### src/rtl/lenpkt_pkg.sv
package lenpkt_pkg;
  typedef enum logic {ADM_IDLE, ADM_FILL} adm_state_e;
  typedef enum logic {DRN_IDLE, DRN_POP} drn_state_e;
endpackage

### src/rtl/lenpkt_store.sv
module lenpkt_store #(
  parameter int DEPTH = 128,
  parameter int DW    = 8,
  parameter int AW    = 7
) (
  input  logic          clk,
  input  logic          we,
  input  logic [AW-1:0] waddr,
  input  logic [DW-1:0] wdata,
  input  logic [AW-1:0] raddr,
  output logic [DW-1:0] rdata
);
  logic [DW-1:0] mem [DEPTH];

  // single write port, registered read: block RAM friendly
  always_ff @(posedge clk) begin
    if (we) mem[waddr] <= wdata;
    rdata <= mem[raddr];
  end
endmodule

### src/rtl/lenpkt_admit.sv
module lenpkt_admit
  import lenpkt_pkg::*;
#(
  parameter int DEPTH = 128,
  parameter int DW    = 8,
  parameter int AW    = 7,
  parameter int OW    = 8
) (
  input  logic          clk,
  input  logic          rst,
  input  logic [OW-1:0] occ,
  input  logic          enq_req,
  input  logic [DW-1:0] enq_len,
  input  logic          wr_valid,
  input  logic [DW-1:0] wr_data,
  output logic          push,
  output logic [AW-1:0] waddr,
  output logic [DW-1:0] wdata,
  output logic          enq_ack,
  output logic          enq_nak,
  output logic          busy
);
  adm_state_e    st;
  logic [AW-1:0] wr_ptr;
  logic [DW-1:0] rem;
  logic          fits_max, fits_free, accept;

  assign fits_max  = (int'(enq_len) + 1) <= DEPTH;
  assign fits_free = (int'(enq_len) + 1) <= (DEPTH - int'(occ));
  assign accept    = (st == ADM_IDLE) && enq_req && fits_max && fits_free;
  assign push      = accept || ((st == ADM_FILL) && wr_valid);
  assign wdata     = accept ? enq_len : wr_data;
  assign waddr     = wr_ptr;
  assign busy      = (st == ADM_FILL);

  always_ff @(posedge clk) begin
    if (rst) begin
      st      <= ADM_IDLE;
      wr_ptr  <= '0;
      rem     <= '0;
      enq_ack <= 1'b0;
      enq_nak <= 1'b0;
    end else begin
      enq_ack <= accept;
      enq_nak <= enq_req && !accept;
      if (push) wr_ptr <= wr_ptr + 1'b1;
      if (accept) begin
        rem <= enq_len;
        st  <= (enq_len == '0) ? ADM_IDLE : ADM_FILL;
      end else if ((st == ADM_FILL) && wr_valid) begin
        rem <= rem - 1'b1;
        if (rem == DW'(1)) st <= ADM_IDLE;
      end
    end
  end

  AST_OVERSIZE_NAK: assert property (@(posedge clk) disable iff (rst)
    (enq_req && (int'(enq_len) >= DEPTH)) |=> (enq_nak && !enq_ack));
  AST_BUSY_NAK: assert property (@(posedge clk) disable iff (rst)
    (enq_req && busy) |=> (enq_nak && !enq_ack));
  AST_ACK_NAK_EXCL: assert property (@(posedge clk) disable iff (rst)
    !(enq_ack && enq_nak));
endmodule

### src/rtl/lenpkt_drain.sv
module lenpkt_drain
  import lenpkt_pkg::*;
#(
  parameter int DW = 8,
  parameter int AW = 7,
  parameter int OW = 8
) (
  input  logic          clk,
  input  logic          rst,
  input  logic [OW-1:0] occ,
  input  logic [DW-1:0] head,
  input  logic          rd_start,
  input  logic [DW-1:0] rd_limit,
  output logic          pop,
  output logic [AW-1:0] raddr,
  output logic          pkt_ready,
  output logic          out_valid,
  output logic          out_last
);
  drn_state_e    st;
  logic [AW-1:0] rd_ptr;
  logic [DW-1:0] cnt, idx, lim;
  logic          peek_vld, start;

  // head is trusted only when it was read from a stable, occupied pointer
  assign pkt_ready = (st == DRN_IDLE) && peek_vld && (int'(occ) >= int'(head) + 1);
  assign start     = (st == DRN_IDLE) && rd_start && pkt_ready;
  assign pop       = start || (st == DRN_POP);
  assign raddr     = rd_ptr;

  always_ff @(posedge clk) begin
    if (rst) begin
      st        <= DRN_IDLE;
      rd_ptr    <= '0;
      cnt       <= '0;
      idx       <= '0;
      lim       <= '0;
      peek_vld  <= 1'b0;
      out_valid <= 1'b0;
      out_last  <= 1'b0;
    end else begin
      peek_vld  <= !pop && (occ != '0);
      out_valid <= 1'b0;
      out_last  <= 1'b0;
      if (pop) rd_ptr <= rd_ptr + 1'b1;
      if (start) begin
        out_valid <= 1'b1;
        out_last  <= (head == '0);
        cnt       <= head;
        idx       <= '0;
        lim       <= rd_limit;
        st        <= (head == '0) ? DRN_IDLE : DRN_POP;
      end else if (st == DRN_POP) begin
        out_valid <= (idx < lim);
        out_last  <= (cnt == DW'(1));
        cnt       <= cnt - 1'b1;
        idx       <= idx + 1'b1;
        if (cnt == DW'(1)) st <= DRN_IDLE;
      end
    end
  end

  AST_EMPTY_NOT_READY: assert property (@(posedge clk) disable iff (rst)
    (occ == '0) |-> !pkt_ready);
  AST_NO_UNDERFLOW: assert property (@(posedge clk) disable iff (rst)
    pop |-> (occ != '0));
  AST_IGNORED_START: assert property (@(posedge clk) disable iff (rst)
    (rd_start && !pkt_ready && (st == DRN_IDLE)) |=> !out_valid);
endmodule

### src/rtl/lenpkt_fifo.sv
module lenpkt_fifo #(
  parameter int DEPTH = 128,
  parameter int DW    = 8
) (
  input  logic          clk,
  input  logic          rst,
  input  logic          enq_req,
  input  logic [DW-1:0] enq_len,
  input  logic          wr_valid,
  input  logic [DW-1:0] wr_data,
  output logic          enq_ack,
  output logic          enq_nak,
  output logic          enq_busy,
  input  logic          rd_start,
  input  logic [DW-1:0] rd_limit,
  output logic          pkt_ready,
  output logic          out_valid,
  output logic [DW-1:0] out_data,
  output logic          out_last,
  output logic [$clog2(DEPTH):0] occupancy
);
  localparam int AW = $clog2(DEPTH);
  localparam int OW = AW + 1;

  logic          push, pop;
  logic [AW-1:0] waddr, raddr;
  logic [DW-1:0] wdata, rdata;

  lenpkt_admit #(.DEPTH(DEPTH), .DW(DW), .AW(AW), .OW(OW)) u_admit (
    .clk(clk), .rst(rst), .occ(occupancy), .enq_req(enq_req), .enq_len(enq_len),
    .wr_valid(wr_valid), .wr_data(wr_data), .push(push), .waddr(waddr),
    .wdata(wdata), .enq_ack(enq_ack), .enq_nak(enq_nak), .busy(enq_busy)
  );

  lenpkt_store #(.DEPTH(DEPTH), .DW(DW), .AW(AW)) u_store (
    .clk(clk), .we(push), .waddr(waddr), .wdata(wdata),
    .raddr(raddr), .rdata(rdata)
  );

  lenpkt_drain #(.DW(DW), .AW(AW), .OW(OW)) u_drain (
    .clk(clk), .rst(rst), .occ(occupancy), .head(rdata), .rd_start(rd_start),
    .rd_limit(rd_limit), .pop(pop), .raddr(raddr), .pkt_ready(pkt_ready),
    .out_valid(out_valid), .out_last(out_last)
  );

  assign out_data = rdata;

  always_ff @(posedge clk) begin
    if (rst) occupancy <= '0;
    else begin
      case ({push, pop})
        2'b10:   occupancy <= occupancy + 1'b1;
        2'b01:   occupancy <= occupancy - 1'b1;
        default: occupancy <= occupancy;
      endcase
    end
  end

  AST_NO_OVERFLOW: assert property (@(posedge clk) disable iff (rst)
    (push && !pop) |-> (int'(occupancy) < DEPTH));
  AST_PUSHPOP_HOLD: assert property (@(posedge clk) disable iff (rst)
    (push && pop) |=> $stable(occupancy));
  AST_OCC_RANGE: assert property (@(posedge clk) disable iff (rst)
    int'(occupancy) <= DEPTH);
endmodule

### config.mk
export PLATFORM = sky130hd
export DESIGN_NAME = lenpkt_fifo
export DESIGN_NICKNAME = d
export VERILOG_FILES = /design/src/rtl/lenpkt_pkg.sv /design/src/rtl/lenpkt_store.sv /design/src/rtl/lenpkt_admit.sv /design/src/rtl/lenpkt_drain.sv /design/src/rtl/lenpkt_fifo.sv
export SDC_FILE = /design/constraint.sdc
export NUM_CORES = 1
export LEC_CHECK = 0
export BUFFER_PORTS_ARGS = -buffer_cell sky130_fd_sc_hd__buf_4
export CAP_MARGIN = 20
export CORE_ASPECT_RATIO = 1.1
export CORE_MARGIN = 10
export CORE_UTILIZATION = 50
export CTS_BUF_LIST = sky130_fd_sc_hd__clkbuf_4
export CTS_CLUSTER_SIZE = 28
export DETAILED_ROUTE_END_ITERATION = 8
export PLACE_DENSITY = 0.65
export SYNTH_ARGS = -nofsm -noshare
export SYNTH_HDL_FRONTEND = slang
export SYNTH_SLANG_ARGS = --single-unit
### constraint.sdc
create_clock -name clk -period 16.8 [get_ports clk]
set_input_delay 0 -clock clk [delete_from_list [all_inputs] [get_ports clk]]
set_output_delay 0 -clock clk [all_outputs]
set_load 0.01 [all_outputs]
==> summary.txt, run 1 <==
most common cell after layout, fill and taps aside: edfxtp_1
Distinct cells, synth: 65
HP Class: input port to register
gr usage total: 20.8%
final instance area: 0.0495 sq mm
unrepaired setup endpoints after global routing: false
TritonCTS clock tree: done
Net count, final: 2587
CTS H-tree lvls: 5
full die area: 0.0999 sq mm
R2R setup slack: 11080 ps
die width: 302 microns
P_sw: 1.21 mW
Mean Syn Cell Area: 19.9 sq um
maximum clock frequency: 175 MHz
drt wl/cell: 26.6 microns
status: completed
via-per-instance ratio: 5.96
Sw Share: 22.2%
grt ovf: 0
# rows: 113
Post-Synthesis Net Count: 2269
Clk pwr share: 39.3%
Final Cycle Share: 34.1%
Worst setup startpoint: occupancy[2]
pin count of the biggest net entering global routing: 108
ys async rst share: 0%
grt met1 use: 27.1%
min setup slack post-route: 11080 ps
Final Critical Period: 5720 ps
Reg2Reg Depth: 22
total power: 5.44 mW
total CTS buffers: 287
sequential share of the synthesized area: 73.3%
DRC: 0
initial antenna violation count: 3
most frequent cells in the layout: edfxtp_1 (1024), clkbuf_4 (396), mux4_2 (311)
worst setup path end: occupancy[6]
Max Slew Vio Count: 0
initial drt markers: 2089
PD cells: 110 mW/mm^2
Port Buffers: 50
# Max-Cap Violations: 0
Sink Count: 1093
core box area: 0.0867 sq mm
crit path kind: register to register
Area Growth Syn to Fin: 12.8%
final setup violation count: 0
Yosys warnings: 0
met3 Usage GRT: 4.81%
die extent in y: 331 microns
initial core utilization: 50.6%
placed inst area: 0.0453 sq mm
Initial DRT Pass Iterations: 5
Post CTS Setup Buffer Count: 0
first-pass GRT wire length: 154 mm
pre-CTS setup slack: 11540 ps
crit path capture type: register
worst clock skew: 98.2 ps
Combinational Power Share: 4.4%
RR Endpoint: occupancy[6]
CP arrival: 6810 ps
Peak VDD IR: 0.0707 mV
register share of total power: 56.3%
cell internal pwr: 4.23 mW
synthesis-stage register bit count: 1093
proportion of layout cells with a drive suffix above 1: 31.1%
CTS clk-pin slew, worst paths: 70 ps
Hold Vio Cnt, Final: 0
crit path launch type: register
fillers: 6469
Root Driver: clkbuf_4
critical path fanouts, max: 19
I/O pins: 51
Slew HR: 28.3%
DRT antenna net count: 0
HPWL after DPL: 59.2 mm
Top Usage Layer GRT: met2
routed via count: 22.9k
Mapped Area: 0.0438 sq mm
Syn Inst Count: 2201
Top FF cell, synth: edfxtp_1
clock latency on the worst-skew pair: 1160 ps
Reg-to-Reg Start: occupancy[2]
Final TNS setup: 0 ps
M2 GR Usage: 34.6%
Lkg Pwr: 15.4 nW
Worst Max-Slew Pin Slew: 1080 ps
Post-synth EDFFs: 1024
gp weighted congestion: 0.826
WL final: 103 mm
required time of the critical path: 17890 ps
vias in the first global route: 23.8k
deepest clock path buffer count: 4
==> stage by stage <==
step / util [%] / hold WS (ps) / std cells
final: 57.1 / 138 / 3850
after global routing: 57.1 / 92.4 / 3850
after CTS: 57.0 / 39.5 / 3843
after detailed placement: 52.3 / 235 / 3298
after global placement: 52.2 / 232 / 3297
after floorplan: - / 140 / 2201
==> power by group through the flow <==
stage | sequential, mW | clock [mW] | combinational [mW]
2_1_floorplan | 3.14 | 0 | 0.118
3_3_place_gp | 3.12 | 0 | 0.212
4_1_cts | 3.06 | 2.18 | 0.240
3_5_place_dp | 3.12 | 0 | 0.223
5_1_grt | 3.06 | 2.33 | 0.263
6_report | 3.06 | 2.14 | 0.241
==> sequential cells by signal (all words and copies together) (netlist names) <==
signal	count
u_drain.raddr	7
u_drain.out_valid	1
u_admit.waddr	7
u_admit.enq_nak	1
u_store.mem	1024
u_admit.rem	8
occupancy	8
u_store.rdata	8
u_drain.cnt	8
u_drain.out_last	1
u_drain.lim	8
u_admit.busy	1
u_drain.idx	8
u_admit.enq_ack	1
u_drain.st	1
u_drain.peek_vld	1
==> cell type report <==
cell class / count / area (sq um) / area share [%]
clock inverter: 69 / 328 / 0.663
tap: 1150 / 1440 / 2.91
multi-input combinational: 948 / 11000 / 22.3
antenna: 5 / 12.5 / 0.0253
clock buffer: 396 / 2970 / 6.01
sequential: 1093 / 32100 / 65.0
timing repair buffer: 158 / 1440 / 2.91
inverter: 31 / 116 / 0.235
==> worst min-delay path by stage <==
| stage | from | end | cells after the start |
|---|---|---|---|
| 3_3_place_gp | rd_limit[7] | u_drain.lim[7] | 3 |
| 2_1_floorplan | rd_limit[1] | u_drain.lim[1] | 2 |
| 6_report | wr_data[1] | u_store.mem[80][1] | 4 |
| 4_1_cts | wr_data[7] | u_store.mem[89][7] | 4 |
| 5_1_grt | wr_data[1] | u_store.mem[80][1] | 4 |
| 3_5_place_dp | rd_limit[7] | u_drain.lim[7] | 3 |
==> worst max-delay path, stage by stage (launching register included) <==
cell and delay [ps]:
dfxtp_1 440, nor3_2 280, and3_1 220, nand2_1 70, xor2_1 150, ha_1 330
a21oi_1 170, o21ai_0 120, o21a_1 130, nor3b_2 240, dlygate4sd3_1 590, a21o_1 290
inv_2 180, ha_1 470, xor2_1 240, ha_1 210, a21oi_1 240, and3b_1 230
a221oi_1 370, and3_1 230, nor3_1 60, or3_1 300, a21oi_1 130
==> kinds of logic after synthesis <==
group	count (synthesis)	share of synthesized area (%)
AO/OA/AOI/OAI	168	2.41
XOR/XNOR	42	0.839
adder cells (fa/ha/maj)	39	1.11
buffers and inverters	160	1.76
flip-flops	1093	73.3
multiplexers	351	16.9
AND/OR/NAND/NOR	348	3.67
==> per-layer routing <==
layer,vias up,share of wire (%)
li1,9806,-
met1,12100,39
met2,940,51
met3,130,7.6
met4,0,1.9
met5,-,0
==> cells in the mapped netlist (25+ instances only) <==
library cell | number | share of area (%)
a21oi_1 | 64 | 0.73
buf_2 | 36 | 0.41
clkbuf_1 | 61 | 0.52
dfxtp_1 | 69 | 3.2
edfxtp_1 | 1024 | 70
ha_1 | 39 | 1.1
inv_1 | 30 | 0.26
mux2i_1 | 33 | 0.75
mux4_2 | 311 | 16
nand2_1 | 47 | 0.40
nor2_1 | 186 | 1.6
o21ai_0 | 25 | 0.29
==> timing repair <==
item | CTS | global route
gates resized for setup | 0 | 0
hold endpoints to repair | 376 | 0
hold buffers | 80 | 0
Note: power is estimated with default switching activity, not from simulation.
==> run 2, diff against run 1 <==
Clock period 16.8 ns to 5.4 ns, I/O delays scaled along.
==> run 2 against run 1 <==
Against the previous run:
- sequential cell count did not move
- routed wire length barely moved
- first-iteration DRC count fell by 1.6%
- hold slack improved by 33 ps
==> summary.txt, run 2 (synthesis gave the netlist of run 1 again) <==
CP dominant cell by count: dlygate4sd3_1
Final Critical Period: 5000 ps
Area Growth Syn to Fin: 13.9%
clock latency on the worst-skew pair: 1140 ps (-20 ps)
WL final: 103 mm (about the same)
DRC: 0 (unchanged)
PD cells: 341 mW/mm^2 (+210%)
total CTS buffers: 283 (-1.4%)
Final Cycle Share: 92.7%
number of flip-flops in the largest register: 1024 (unchanged)
required time of the critical path: 6120 ps (-11770 ps)
Top Usage Layer GRT: met2
vias in the first global route: 24.2k (+1.5%)
die width: 302 microns (unchanged)
core box area: 0.0867 sq mm (unchanged)
Port Buffers: 50 (unchanged)
first-pass GRT wire length: 156 mm (+1.1%)
initial antenna violation count: 2 (-1)
area of the multi-input gates: 0.0110 sq mm (about the same)
met3 Usage GRT: 4.98% (+0.17 points)
Post CTS Setup Buffer Count: 0 (unchanged)
Final TNS setup: 0 ps (unchanged)
proportion of layout cells with a drive suffix above 1: 31.7% (+0.53 points)
Non-Filler Instances: 3875 (+0.65%)
M2 GR Usage: 34.4% (-0.26 points)
final instance area: 0.0499 sq mm (+0.90%)
crit path capture type: register
Initial DRT Pass Iterations: 8 (+3)
total power: 17.0 mW (+210%)
most common cell after layout, fill and taps aside: edfxtp_1
# rows: 113 (unchanged)
CP arrival: 5730 ps (-1080 ps)
HPWL after DPL: 61.6 mm (+4.1%)
Inst Count DP: 3330 (+0.97%)
Slew HR: 27.2% (-1.1 points)
DRT antenna net count: 0 (unchanged)
deepest clock path buffer count: 4 (unchanged)
grt met1 use: 27.4% (+0.25 points)
final setup violation count: 0 (unchanged)
Final Util: 57.6% (+0.51 points)
CTS H-tree lvls: 5 (unchanged)
pin count of the biggest net entering global routing: 129 (+19%)
critical path fanouts, max: 16 (-3)
Largest stage delay, worst path: 890 ps (+300 ps)
gr usage total: 21.0% (+0.20 points)
FF+latch area: 0.0321 sq mm (about the same)
Max Slew Vio Count: 0 (unchanged)
Worst Max-Slew Pin Slew: 1090 ps (+12.6 ps)
Peak VDD IR: 0.216 mV (+210%)
fillers: 6383 (-1.3%)
TritonCTS clock tree: done
Hold Vio Cnt, Final: 0 (unchanged)
grt ovf: 0 (unchanged)
I/O pins: 51 (unchanged)
Slowest-stage cell, CP: or3b_2
placed inst area: 0.0457 sq mm (+0.98%)
status: completed
crit path kind: input port to register
Net count, final: 2616 (+1.1%)
unrepaired setup endpoints after global routing: false
Lkg Pwr: 15.6 nW (+1.3%)
drt wl/cell: 26.5 microns (-0.62%)
routed via count: 22.9k (-0.039%)
gp weighted congestion: 0.823 (-0.35%)
sequence of cells on the critical path: dlygate4sd3_1 -> buf_4 -> dlygate4sd3_1 -> inv_1 -> or4_1 -> xnor2_1 -> ha_1 -> a21oi_1 -> o21ai_0 -> o21a_1 -> nor3b_2 -> a21o_1 -> dlygate4sd3_1 -> inv_2 -> or3b_2 -> nor2_1
initial drt markers: 2056 (-1.6%)
worst clock skew: 71.1 ps (-27.1 ps)
Root Driver: clkbuf_4
via-per-instance ratio: 5.92 (-0.68%)
CTS clk-pin slew, worst paths: 60 ps (about the same)
Sink Count: 1093 (unchanged)
die extent in y: 331 microns (unchanged)
most frequent cells in the layout: edfxtp_1 (1024), clkbuf_4 (394), mux4_2 (311)
Largest Register: u_store.mem
maximum clock frequency: 200 MHz
crit path launch type: input port
initial core utilization: 50.6% (unchanged)
full die area: 0.0999 sq mm (unchanged)
HP Class: input port to register
# Max-Cap Violations: 0 (unchanged)
==> run 2: cell count changes in the layout (fill, tap and decap cells not counted), sizes merged, moves of 2 or more <==
cell	change
buf	+30
clkinv	-5
dlygate4sd3	+3
inv	-3
bufinv	+2
clkbuf	-2
==> run 2: final cells by class <==
type / count / area share (%)
Tap cell: 1150 / 2.88
Inverter: 31 / 0.233
Clock inverter: 62 / 0.689
Clock buffer: 394 / 5.93
Multi-Input combinational cell: 948 / 22.1
Sequential cell: 1093 / 64.4
Timing Repair Buffer: 191 / 3.76
Antenna cell: 6 / 0.0301
==> run 2: path summary, 6_finish.rpt <==
path,startpoint,endpoint,depth (start not counted),slack [ps]
hold reg to reg,u_drain.cnt[7],u_drain.cnt[7],2,500
setup / recovery,enq_len[1],u_store.mem[22][6],16,400
hold / removal,wr_data[5],u_store.mem[87][5],5,170
setup reg to reg,occupancy[0],u_store.mem[22][6],14,410
==> run 2: power breakdown <==
| part | internal, mW | leakage, nW | switching (mW) |
|---|---|---|---|
| combinational | 0.241 | 3.88 | 0.573 |
| clock | 3.53 | 1.99 | 3.15 |
| sequential | 9.48 | 9.77 | 0.0336 |
| total | 13.3 | 15.6 | 3.76 |
==> run 2: worst max-delay path: cells and delay by family <==
kind	cells	cell delay, ps
XOR/XNOR	1	310
AO/OA/AOI/OAI	4	520
buffers and inverters	6	2090
adder cells (fa/ha/maj)	1	320
AND/OR/NAND/NOR	4	2470
==> run 2: routing by layer <==
layer / part of all wire, % / routed length, microns / vias up
met5: 0 / 0 / -
met4: 2.8 / 2840 / 0
met3: 6.9 / 7080 / 179
met2: 50 / 51300 / 935
met1: 40 / 41300 / 12000
li1: - / - / 9842
==> run 2: per-stage QoR <==
| stage | setup WS, ps | hold WS (ps) |
|---|---|---|
| detailed placement | 819 | 233 |
| global placement | 882 | 227 |
| CTS | 264 | 88.5 |
| finish | 395 | 172 |
| global route | 77.1 | 153 |
| floorplan | -914 | 140 |
==> run 2: repair_timing <==
action	4_1_cts	5_1_grt
endpoints found under the hold margin	948	0
gates resized for setup	0	3
hold buffers	83	0
endpoints found under the setup margin	0	2
==> run 3, diff against run 2 <==
Settings changed: CORE_UTILIZATION 50 to 24, PLACE_DENSITY 0.65 to default.
Clock period 5.4 ns to 5.8 ns, I/O delays scaled along.
==> run 3 against run 2 <==
Against the previous run:
- global-route usage shrank 11 points
- clock skew rose by 59 ps
- sequential share of layout area shrank 2.2 points
- first-iteration DRC count down 4.8%
- register-to-register slack improved by 370 ps
==> summary.txt, run 3 (synthesis gave the netlist of run 1 again) <==
Final Cycle Share: 86.6%
deepest clock path buffer count: 4 (unchanged)
final instance area: 0.0517 sq mm (+3.6%)
DRC: 0 (unchanged)
clock latency on the worst-skew pair: 1170 ps (+30 ps)
HP Class: input port to register
WL final: 104 mm (+1.3%)
initial core utilization: 24.1% (-26 points)
critical path fanouts, max: 19 (+3)
die extent in y: 468 microns (+42%)
placed inst area: 0.0474 sq mm (+3.6%)
gr usage total: 10.3% (-11 points)
TritonCTS clock tree: done
RR Endpoint: occupancy[6]
CTS clk-pin slew, worst paths: 70 ps (about the same)
most frequent cells in the layout: edfxtp_1 (1024), clkbuf_4 (397), mux4_2 (311)
Reg-to-Reg Start: occupancy[2]
min setup slack post-route: 778 ps (+383 ps)
crit path launch type: register
Largest Register: u_store.mem
Worst setup startpoint: occupancy[2]
# Max-Cap Violations: 0 (unchanged)
crit path capture type: register
Slowest-stage cell, CP: dfxtp_1
Port Buffers: 50 (unchanged)
initial antenna violation count: 4 (+2)
R2R setup slack: 780 ps (+370 ps)
initial drt markers: 1958 (-4.8%)
vias in the first global route: 24.0k (-0.81%)
worst setup path end: occupancy[6]
I/O pins: 51 (unchanged)
via-per-instance ratio: 4.40 (-26%)
Net count, final: 2632 (+0.61%)
Reg2Reg Depth: 22 (+8)
pin count of the biggest net entering global routing: 129 (unchanged)
gp weighted congestion: 0.788 (-4.3%)
worst clock skew: 130 ps (+59.4 ps)
Root Driver: clkbuf_4
# rows: 164 (+45%)
Largest stage delay, worst path: 450 ps (-440 ps)
required time of the critical path: 6870 ps (+750 ps)
status: completed
Final TNS setup: 0 ps (unchanged)
Inst Count DP: 4592 (+38%)
Worst Max-Slew Pin Slew: 983 ps (-105 ps)
die width: 427 microns (+41%)
Final Critical Period: 5020 ps
number of flip-flops in the largest register: 1024 (unchanged)
Max Slew Vio Count: 0 (unchanged)
proportion of layout cells with a drive suffix above 1: 31.9% (+0.22 points)
Non-Filler Instances: 5156 (+33%)
CTS H-tree lvls: 5 (unchanged)
grt ovf: 0 (unchanged)
Final Util: 28.5% (-29 points)
unrepaired setup endpoints after global routing: false
Hold Vio Cnt, Final: 0 (unchanged)
most common cell after layout, fill and taps aside: edfxtp_1
Initial DRT Pass Iterations: 5 (-3)
DRT antenna net count: 0 (unchanged)
crit path kind: register to register
sequence of cells on the critical path: nor3_2 -> and3_1 -> nand2_1 -> xor2_1 -> ha_1 -> a21oi_1 -> o21ai_0 -> o21a_1 -> nor3b_2 -> a21o_1 -> inv_2 -> ha_1 -> buf_4 -> xor2_1 -> ha_1 -> a21oi_1 -> and3b_1 -> a221oi_1 -> and3_1 -> nor3_1 -> or3_1 -> a21oi_1
post-CTS resize count: 0 (unchanged)
maximum clock frequency: 199 MHz
Sink Count: 1093 (unchanged)
CP arrival: 6090 ps (+360 ps)
total power: 16.0 mW (-5.8%)
drt wl/cell: 20.2 microns (-24%)
PD cells: 310 mW/mm^2 (-9.0%)
WHS: 133 ps (-38.4 ps)
Peak VDD IR: 0.158 mV (-27%)
full die area: 0.200 sq mm (+100%)
final setup violation count: 0 (unchanged)
first-pass GRT wire length: 156 mm (+0.38%)
Area Growth Syn to Fin: 17.9%
Slew HR: 34.5% (+7.3 points)
routed via count: 22.7k (-0.95%)
HPWL after DPL: 60.7 mm (-1.4%)
Lkg Pwr: 15.8 nW (+0.76%)
pre-CTS setup slack: 743 ps (-76.2 ps)
core box area: 0.182 sq mm (+110%)
total CTS buffers: 293 (+3.5%)
-- run 3: cell count changes in the layout (fill, tap and decap cells not counted), sizes merged --
cell	previous run	this run
clkinv	53	64
clkbuf	394	397
buf	109	114
diode	6	8
dlygate4sd3	82	83
bufinv	4	6
-- run 3: what timing repair did --
item	in CTS	in global routing
hold endpoints to repair	959	0
hold buffers	84	0
setup buffers	0	0
-- run 3: how the worst min path moves through the flow --
stage / start / to / slack (ps) / cells after the start
2_1_floorplan: rd_limit[1] / u_drain.lim[1] / 140 / 2
3_3_place_gp: rd_limit[5] / u_drain.lim[5] / 230 / 3
3_5_place_dp: rd_limit[6] / u_drain.lim[6] / 230 / 3
4_1_cts: wr_data[5] / u_store.mem[101][5] / 60 / 5
5_1_grt: wr_data[5] / u_store.mem[101][5] / 60 / 5
6_report: wr_data[5] / u_store.mem[108][5] / 130 / 5
-- run 3: layout make-up --
class	count	area, sq um
flip-flops and latches	1093	32100
repair buffers	197	1970
diodes	8	20.0
fillers	18000	130000
clock buffers	397	2980
multi-input cells	948	11000
inverters	31	116
well taps	2407	3010
clock inverters	75	455
-- run 3: report_power, final --
| part | leakage [nW] | internal, mW | switching [mW] | total, mW |
|---|---|---|---|---|
| Combinational | 3.93 | 0.219 | 0.526 | 0.744 |
| Clock | 2.06 | 3.42 | 3.01 | 6.42 |
| Sequential | 9.77 | 8.83 | 0.0330 | 8.86 |
-- run 3: layer usage --
layer | track usage, % | share of wire (%)
met5 | 0 | 0
met4 | 3.42 | 2.3
met3 | 2.48 | 6.8
met2 | 17.1 | 50
met1 | 13.1 | 41
-- run 3: critical path: cells and delay by family, from the launching register on --
family	cells	cell delay, ps
buffers and inverters	2	380
DFF	1	450
xor gates and xnor gates	2	310
AOI/OAI and AO/OA	7	1430
and+or+nand+nor	8	1640
adders and majority gates	3	730
